**config.mk**
```make
export PLATFORM = sky130hd
export DESIGN_NAME = irq_ctrl_top
export DESIGN_NICKNAME = d
export VERILOG_FILES = /design/src/rtl/irq_ctrl_pkg.sv /design/src/rtl/irq_pending_bank.sv /design/src/rtl/irq_prio_resolve.sv /design/src/rtl/irq_capture.sv /design/src/rtl/irq_ctrl_top.sv
export SDC_FILE = /design/constraint.sdc
export NUM_CORES = 2
export LEC_CHECK = 0
export BUFFER_PORTS_ARGS = -buffer_cell sky130_fd_sc_hd__buf_2
export CAP_MARGIN = 40
export CORE_ASPECT_RATIO = 0.75
export CORE_UTILIZATION = 35
export CTS_CLUSTER_DIAMETER = 200
export DETAILED_ROUTE_END_ITERATION = 10
export PLACE_DENSITY = 0.63
export REMOVE_ABC_BUFFERS = 1
export SLEW_MARGIN = 25
export SYNTH_ARGS = -nofsm -noshare
export SYNTH_HDL_FRONTEND = slang
export SYNTH_HIERARCHICAL = 1
export SYNTH_SLANG_ARGS = --single-unit
```
**constraint.sdc**
```tcl
create_clock -name clk -period 66.9 [get_ports clk]
set_input_delay 13.38 -clock clk [delete_from_list [all_inputs] [get_ports clk]]
set_output_delay 13.38 -clock clk [all_outputs]
set_load 0.02 [all_outputs]
```
**src/rtl/irq_ctrl_pkg.sv**
```systemverilog
package irq_ctrl_pkg;
  typedef enum logic [1:0] {
    OP_NONE   = 2'b00,
    OP_POST   = 2'b01,
    OP_CLEAR  = 2'b10,
    OP_CLRALL = 2'b11
  } irq_op_e;
endpackage

```
**src/rtl/irq_pending_bank.sv**
```systemverilog
module irq_pending_bank
  import irq_ctrl_pkg::*;
#(
  parameter int NUM_LEVELS  = 32,
  parameter int SRC_PER_LVL = 64,
  parameter int CMD_W       = 8,
  localparam int IDXW       = $clog2(SRC_PER_LVL)
) (
  input  logic                              clk,
  input  logic                              rst_n,
  input  logic                              cmd_valid,
  input  logic [1:0]                        cmd_op,
  input  logic [CMD_W-1:0]                  cmd_level,
  input  logic [CMD_W-1:0]                  cmd_index,
  output logic [NUM_LEVELS*SRC_PER_LVL-1:0] mask_flat,
  output logic [NUM_LEVELS-1:0]             status_q,
  output logic                              cmd_err
);
  localparam logic [CMD_W:0] LVL_LIM = (CMD_W+1)'(NUM_LEVELS);
  localparam logic [CMD_W:0] IDX_LIM = (CMD_W+1)'(SRC_PER_LVL);

  logic                   in_range, do_post, do_clear, do_all;
  logic [SRC_PER_LVL-1:0] idx_oh;

  always_comb begin
    in_range = ({1'b0, cmd_level} < LVL_LIM) && ({1'b0, cmd_index} < IDX_LIM);
    do_post  = cmd_valid && (cmd_op == OP_POST)   && in_range;
    do_clear = cmd_valid && (cmd_op == OP_CLEAR)  && in_range;
    do_all   = cmd_valid && (cmd_op == OP_CLRALL);
    cmd_err  = cmd_valid && ((cmd_op == OP_POST) || (cmd_op == OP_CLEAR)) && !in_range;
    idx_oh   = SRC_PER_LVL'(1) << cmd_index[IDXW-1:0];
  end

  for (genvar l = 0; l < NUM_LEVELS; l++) begin : g_lvl
    logic                   hit, en;
    logic                   st_d;
    logic [SRC_PER_LVL-1:0] mask_q, mask_d;

    always_comb begin
      hit    = (cmd_level == CMD_W'(l));
      en     = do_all || ((do_post || do_clear) && hit);
      mask_d = mask_q;
      st_d   = status_q[l];
      if (do_all) begin
        mask_d = '0;
        st_d   = 1'b0;
      end else if (do_post) begin
        mask_d = mask_q | idx_oh;
        st_d   = 1'b1;
      end else if (do_clear) begin
        mask_d = mask_q & ~idx_oh;
        st_d   = |(mask_q & ~idx_oh);
      end
    end

    always_ff @(posedge clk or negedge rst_n) begin
      if (!rst_n) begin
        mask_q      <= '0;
        status_q[l] <= 1'b0;
      end else if (en) begin
        mask_q      <= mask_d;
        status_q[l] <= st_d;
      end
    end

    assign mask_flat[l*SRC_PER_LVL +: SRC_PER_LVL] = mask_q;
  end
endmodule

```
**src/rtl/irq_prio_resolve.sv**
```systemverilog
module irq_prio_resolve #(
  parameter int NUM_LEVELS = 32,
  parameter int SW_MIN     = 1,
  parameter int SW_MAX     = 16,
  parameter int EXT_MIN    = 16,
  parameter int EXT_MAX    = 31,
  localparam int PW        = $clog2(NUM_LEVELS)
) (
  input  logic [NUM_LEVELS-1:0] status,
  input  logic [NUM_LEVELS-1:0] sw_req,
  input  logic [1:0]            pc_low,
  input  logic [PW-1:0]         cur_ipl,
  output logic [NUM_LEVELS-1:0] summary,
  output logic [PW-1:0]         win_ipl,
  output logic                  irq
);
  always_comb begin
    summary = '0;
    win_ipl = '0;
    for (int i = SW_MIN; i < SW_MAX; i++) begin
      if (sw_req[i]) begin
        win_ipl    = PW'(i - SW_MIN + 1);
        summary[i] = 1'b1;
      end
    end
    for (int i = EXT_MIN; i < EXT_MAX; i++) begin
      if (status[i]) begin
        win_ipl    = PW'(i);
        summary[i] = 1'b1;
      end
    end
    irq = (|status) && (pc_low == 2'b00) && (win_ipl != '0) && (win_ipl > cur_ipl);
  end
endmodule

```
**src/rtl/irq_capture.sv**
```systemverilog
module irq_capture #(
  parameter int NUM_LEVELS = 32,
  localparam int PW        = $clog2(NUM_LEVELS)
) (
  input  logic                  clk,
  input  logic                  rst_n,
  input  logic                  take,
  input  logic [NUM_LEVELS-1:0] summary,
  input  logic [PW-1:0]         win_ipl,
  output logic [NUM_LEVELS-1:0] isr_q,
  output logic [PW-1:0]         intid_q
);
  logic [NUM_LEVELS-1:0] isr_d;
  logic [PW-1:0]         intid_d;

  always_comb begin
    isr_d   = take ? summary : isr_q;
    intid_d = take ? win_ipl : intid_q;
  end

  always_ff @(posedge clk or negedge rst_n) begin
    if (!rst_n) begin
      isr_q   <= '0;
      intid_q <= '0;
    end else if (take) begin
      isr_q   <= isr_d;
      intid_q <= intid_d;
    end
  end
endmodule

```
**src/rtl/irq_ctrl_top.sv**
```systemverilog
module irq_ctrl_top #(
  parameter int NUM_LEVELS  = 32,
  parameter int SRC_PER_LVL = 64,
  parameter int CMD_W       = 8,
  parameter int TRAP_W      = 4,
  parameter int SW_MIN      = 1,
  parameter int SW_MAX      = 16,
  parameter int EXT_MIN     = 16,
  parameter int EXT_MAX     = 31,
  localparam int PW         = $clog2(NUM_LEVELS)
) (
  input  logic                  clk,
  input  logic                  rst_n,
  input  logic                  cmd_valid,
  input  logic [1:0]            cmd_op,
  input  logic [CMD_W-1:0]      cmd_level,
  input  logic [CMD_W-1:0]      cmd_index,
  input  logic [NUM_LEVELS-1:0] sw_req,
  input  logic [TRAP_W-1:0]     async_trap,
  input  logic [1:0]            pc_low,
  input  logic [PW-1:0]         cur_ipl,
  input  logic                  ack,
  output logic                  irq,
  output logic [NUM_LEVELS-1:0] status,
  output logic [NUM_LEVELS-1:0] isr,
  output logic [PW-1:0]         intid,
  output logic                  cmd_err,
  output logic                  trap_err
);
  logic [1:0]                        rst_pipe;
  logic                              rst_sync_n;
  logic [NUM_LEVELS*SRC_PER_LVL-1:0] pend_mask;
  logic [NUM_LEVELS-1:0]             summary;
  logic [PW-1:0]                     win_ipl;

  always_ff @(posedge clk or negedge rst_n) begin
    if (!rst_n) rst_pipe <= 2'b00;
    else        rst_pipe <= {rst_pipe[0], 1'b1};
  end
  assign rst_sync_n = rst_pipe[1];

  irq_pending_bank #(
    .NUM_LEVELS(NUM_LEVELS), .SRC_PER_LVL(SRC_PER_LVL), .CMD_W(CMD_W)
  ) u_bank (
    .clk(clk), .rst_n(rst_sync_n), .cmd_valid(cmd_valid), .cmd_op(cmd_op),
    .cmd_level(cmd_level), .cmd_index(cmd_index), .mask_flat(pend_mask),
    .status_q(status), .cmd_err(cmd_err)
  );

  irq_prio_resolve #(
    .NUM_LEVELS(NUM_LEVELS), .SW_MIN(SW_MIN), .SW_MAX(SW_MAX),
    .EXT_MIN(EXT_MIN), .EXT_MAX(EXT_MAX)
  ) u_res (
    .status(status), .sw_req(sw_req), .pc_low(pc_low), .cur_ipl(cur_ipl),
    .summary(summary), .win_ipl(win_ipl), .irq(irq)
  );

  irq_capture #(.NUM_LEVELS(NUM_LEVELS)) u_cap (
    .clk(clk), .rst_n(rst_sync_n), .take(ack && irq), .summary(summary),
    .win_ipl(win_ipl), .isr_q(isr), .intid_q(intid)
  );

  assign trap_err = |async_trap;
endmodule

```
==> run summary <==
Summing over every cut layer, the via total after detailed routing is 89453. The routed design uses 70300 um of met3 wire. The sequential fraction of design power came out at 48.5%. The count of boundary I/O pins is 137. The global-route usage over all layers came out at 28.4%.

The worst register-to-register path ends at u_bank/g_lvl[8].mask_q[23]$_DFFE_PN0P_. The number of buffers between clock root and the deepest sink came out at 4. Setup repair after global routing left no endpoint under its margin. The final sum of negative setup slack is 0 ns. The total count of max-transition violations in the final report is 0. The utilization after layout is 39.6%. The core region is 283000 um^2.

The largest individual stage delay along the critical path comes from the cell sky130_fd_sc_hd__o31ai_1. The class of the tightest hold or removal check is flip-flop to asynchronous set/reset pin. The global placer's final weighted congestion came out at 0.935.

The largest vdd supply drop came out at 19.1 uV. The wire length of the first global-routing pass came out at 605000 um. The placed wire-length estimate after detailed placement is 246000 um. The layout net count is 8812.

The average routed wire per standard cell came out at 33.4 um. The switching share of power is 24.0%. The top cell types in the final layout, fill and taps aside, are sky130_fd_sc_hd__a22o_1, sky130_fd_sc_hd__dfrtp_1, sky130_fd_sc_hd__o21ai_0. The launch instance of the worst register-to-register path is rst_pipe[1]$_DFF_PN0_.

The predominant post-synthesis flop cell is sky130_fd_sc_hd__dfrtp_1. Dividing the synthesized area by the synthesized cell count gives 10.7 um^2. The number of design-rule violations left by the first detailed-router iteration came out at 14024. The area growth from synthesis to final layout is 12.4%. The switching power of the nets came out at 637 uW. The highest metal layer carrying signal wires in the routed design is met5. The critical path goes through buf_2 -> o31ai_1 -> a211oi_1 -> o31a_1 -> o31ai_1 -> ha_1 -> nor2b_1 -> o21a_1 -> o21a_1 -> o21ai_0 -> a21oi_1 -> o31a_1 -> buf_2. Leaving out fill and tap cells, the most frequent cell in the layout is sky130_fd_sc_hd__a22o_1. The initial standard-cell utilization of the core came out at 35.2%. The area of the die is 288000 um^2. Yosys printed 6 warnings.

For this run the aggregate overflow at the end of global routing stands at 0. After synthesis, the share of flip-flops with an asynchronous set or reset is 100%. The final reports fail on DRC. For the worst-skew pair, the clock arrives at the later sink with an insertion delay of 0.90 ns.

Before antenna repair, the detailed router went through 11 iterations. The minimum setup slack among reg-to-reg paths came out at 62.44 ns. Buffers inserted during clock tree synthesis total 216.

The initial antenna violation count came to 28. Dividing total power by cell area gives a power density of 23.6 nW/um^2. Static timing analysis puts the maximum clock frequency at 0.0338 GHz. The share of the Yosys chip area taken by registers is 53.1%. Entering global routing, the biggest net connects 196 pins.

Prior to clock tree synthesis, the placed netlist has a worst setup slack of 37.11 ns. STA classifies the critical path startpoint as an input port. The worst-case reg-to-reg path depth came out at 8. The floorplan has 169 rows. The number of enable-type register cells in the synthesized netlist came out at 0. The final hold violation count came to 0. The number of hold buffers added after cts came out at 0. Data arrives at the worst endpoint at 16.25 ns.

The worst slew margin relative to its limit came out at 29.2%. The share of post-route cells with drive strength above 1 came out at 12.4%. After synthesis, the netlist uses 59 different library cells. The via count of the first global-routing pass is 84398. The peak per-stage delay on the critical path came out at 0.50 ns. The period utilization is 44.3%. The cell at the root of the clock tree is sky130_fd_sc_hd__clkbuf_16. TritonCTS built the clock tree. The routed length on met1 came out at 165000 um.

The summed instance area of the synthesized netlist is 99900 um^2. The total wire length came out at 423000 um. The type of element capturing the critical path is a primary output. The y dimension of the die is 465 um.

The sum of met2 wire segment lengths after detailed routing is 164000 um. The post-layout minimum cycle time came out at 29.63 ns. Once detail routing completed, the nets flagged for antenna violations numbered 0. On the final layout, the worst hold slack is 0.185 ns. Once the clock tree was built, the setup fixing pass inserted 0 buffers. The final setup violation count came out at 0. The cell-internal power is 2.01 mW.

The worst endpoint required time came out at 53.52 ns. The number of H-tree levels is 4. The share of power burned in combinational logic came out at 4.5%. The clock-pin transition on the worst setup and hold timing paths came out at 0.06 ns. The post-placement cell area is 104000 um^2. The reported max-cap violation count is 0. The cell count after synthesis came out at 9355. Buffers placed on the I/O ports in this run total 119. For this design the static power due to leakage is 47.7 nW. The number of remaining DRC errors came out at 2. The clock skew after layout came out at 0.0877 ns. The clock sink count came out at 2119. In this run the worst path has a maximum fanout of 5. By startpoint and endpoint, the worst setup path is classified as input port to primary output.

The post-cts resize count is 0. The final worst setup slack came out at 37.27 ns. At the pin with the least slew margin, the transition time is 1.05 ns. The x dimension of the die came out at 619 um.

The flip-flop and latch count after synthesis came out at 2119. The run finished, with violations left. The finished cells cover 112000 um^2. The per-cell via count in the routed design is 7.06. The proportion of power drawn by the clock network came out at 47.0%.
==> synthesized netlist by cell type (33+ instances only) <==
library cell               count  share of area, %
sky130_fd_sc_hd__a221oi_1    319               2.8
sky130_fd_sc_hd__a22o_1     2370                21
sky130_fd_sc_hd__a22oi_1     402               3.0
sky130_fd_sc_hd__buf_2       121              0.61
sky130_fd_sc_hd__buf_4        33              0.25
sky130_fd_sc_hd__clkbuf_1   1131               4.3
sky130_fd_sc_hd__dfrtp_1    2119                53
sky130_fd_sc_hd__nand2_1      62              0.23
sky130_fd_sc_hd__nand3_1     165              0.83
sky130_fd_sc_hd__nand4_1      78              0.49
sky130_fd_sc_hd__nor2_1      111              0.42
sky130_fd_sc_hd__nor4_1       38              0.24
sky130_fd_sc_hd__o21ai_0    2076                10
==> critical path, delay by kind of cell <==
kind                       cells  cell delay (ns)
AOI/OAI and AO/OA              9             2.11
and+or+nand+nor                1             0.14
buffers and inverters          2             0.30
adders and majority gates      1             0.33
==> stage by stage <==
stage | instances | total power, mW
2_1_floorplan | 8045 | 1.38
3_3_place_gp | 12208 | 1.42
3_5_place_dp | 12256 | 1.42
4_1_cts | 12629 | 2.65
5_1_grt | 12660 | 2.72
6_report | 12667 | 2.65
==> power groups by stage <==
stage / registers, mW / logic (mW) / clock network [mW]
final: 1.29 / 0.119 / 1.24
after global routing: 1.28 / 0.128 / 1.30
after CTS: 1.29 / 0.114 / 1.25
after detailed placement: 1.31 / 0.114 / 0
after global placement: 1.31 / 0.106 / 0
after floorplan: 1.34 / 0.0424 / 0
==> sequential cells by signal (all words and copies together) (netlist names) <==
signal / count
rst_pipe: 2
u_bank/g_lvl.mask_q: 2048
u_bank/status_q: 32
u_cap/isr_q: 32
u_cap/intid_q: 5
==> kinds of logic after synthesis <==
family	Yosys count	synth area share [%]
AOI/OAI and AO/OA	5253	37.6
adders and majority gates	8	0.100
buffers and inverters	1326	5.32
DFF	2119	53.1
muxes	37	0.530
other	2	0.00752
and+or+nand+nor	610	3.37
==> layer usage <==
metal,vias up,GRT usage (%)
met5,-,0.501
met4,8,14.0
met3,1281,12.5
met2,7282,37.7
met1,45651,38.7
li1,35231,-
==> final cells by class <==
cell class / count / area [um^2]
Inverter: 15 / 56.3
Multi-Input combinational cell: 5911 / 42900
Clock buffer: 307 / 6310
Clock inverter: 66 / 709
Sequential cell: 2119 / 53000
Tap cell: 3762 / 4710
Antenna cell: 11 / 27.5
Timing Repair Buffer: 476 / 4450
Fill cell: 26685 / 171000
==> how the worst max path moves through the flow <==
stage          depth (start not counted)  slack (ns)                                     to             startpoint
5_1_grt                               13       36.99                                    irq              sw_req[5]
2_1_floorplan                          0        3.46  u_bank/g_lvl[0].mask_q[0]$_DFFE_PN0P_  rst_pipe[1]$_DFF_PN0_
3_3_place_gp                          13       37.05                                    irq              sw_req[5]
6_report                              13       37.27                                    irq              sw_req[5]
3_5_place_dp                          13       37.11                                    irq              sw_req[5]
4_1_cts                               13       37.07                                    irq              sw_req[5]
Power figures use the tool's default switching activity.
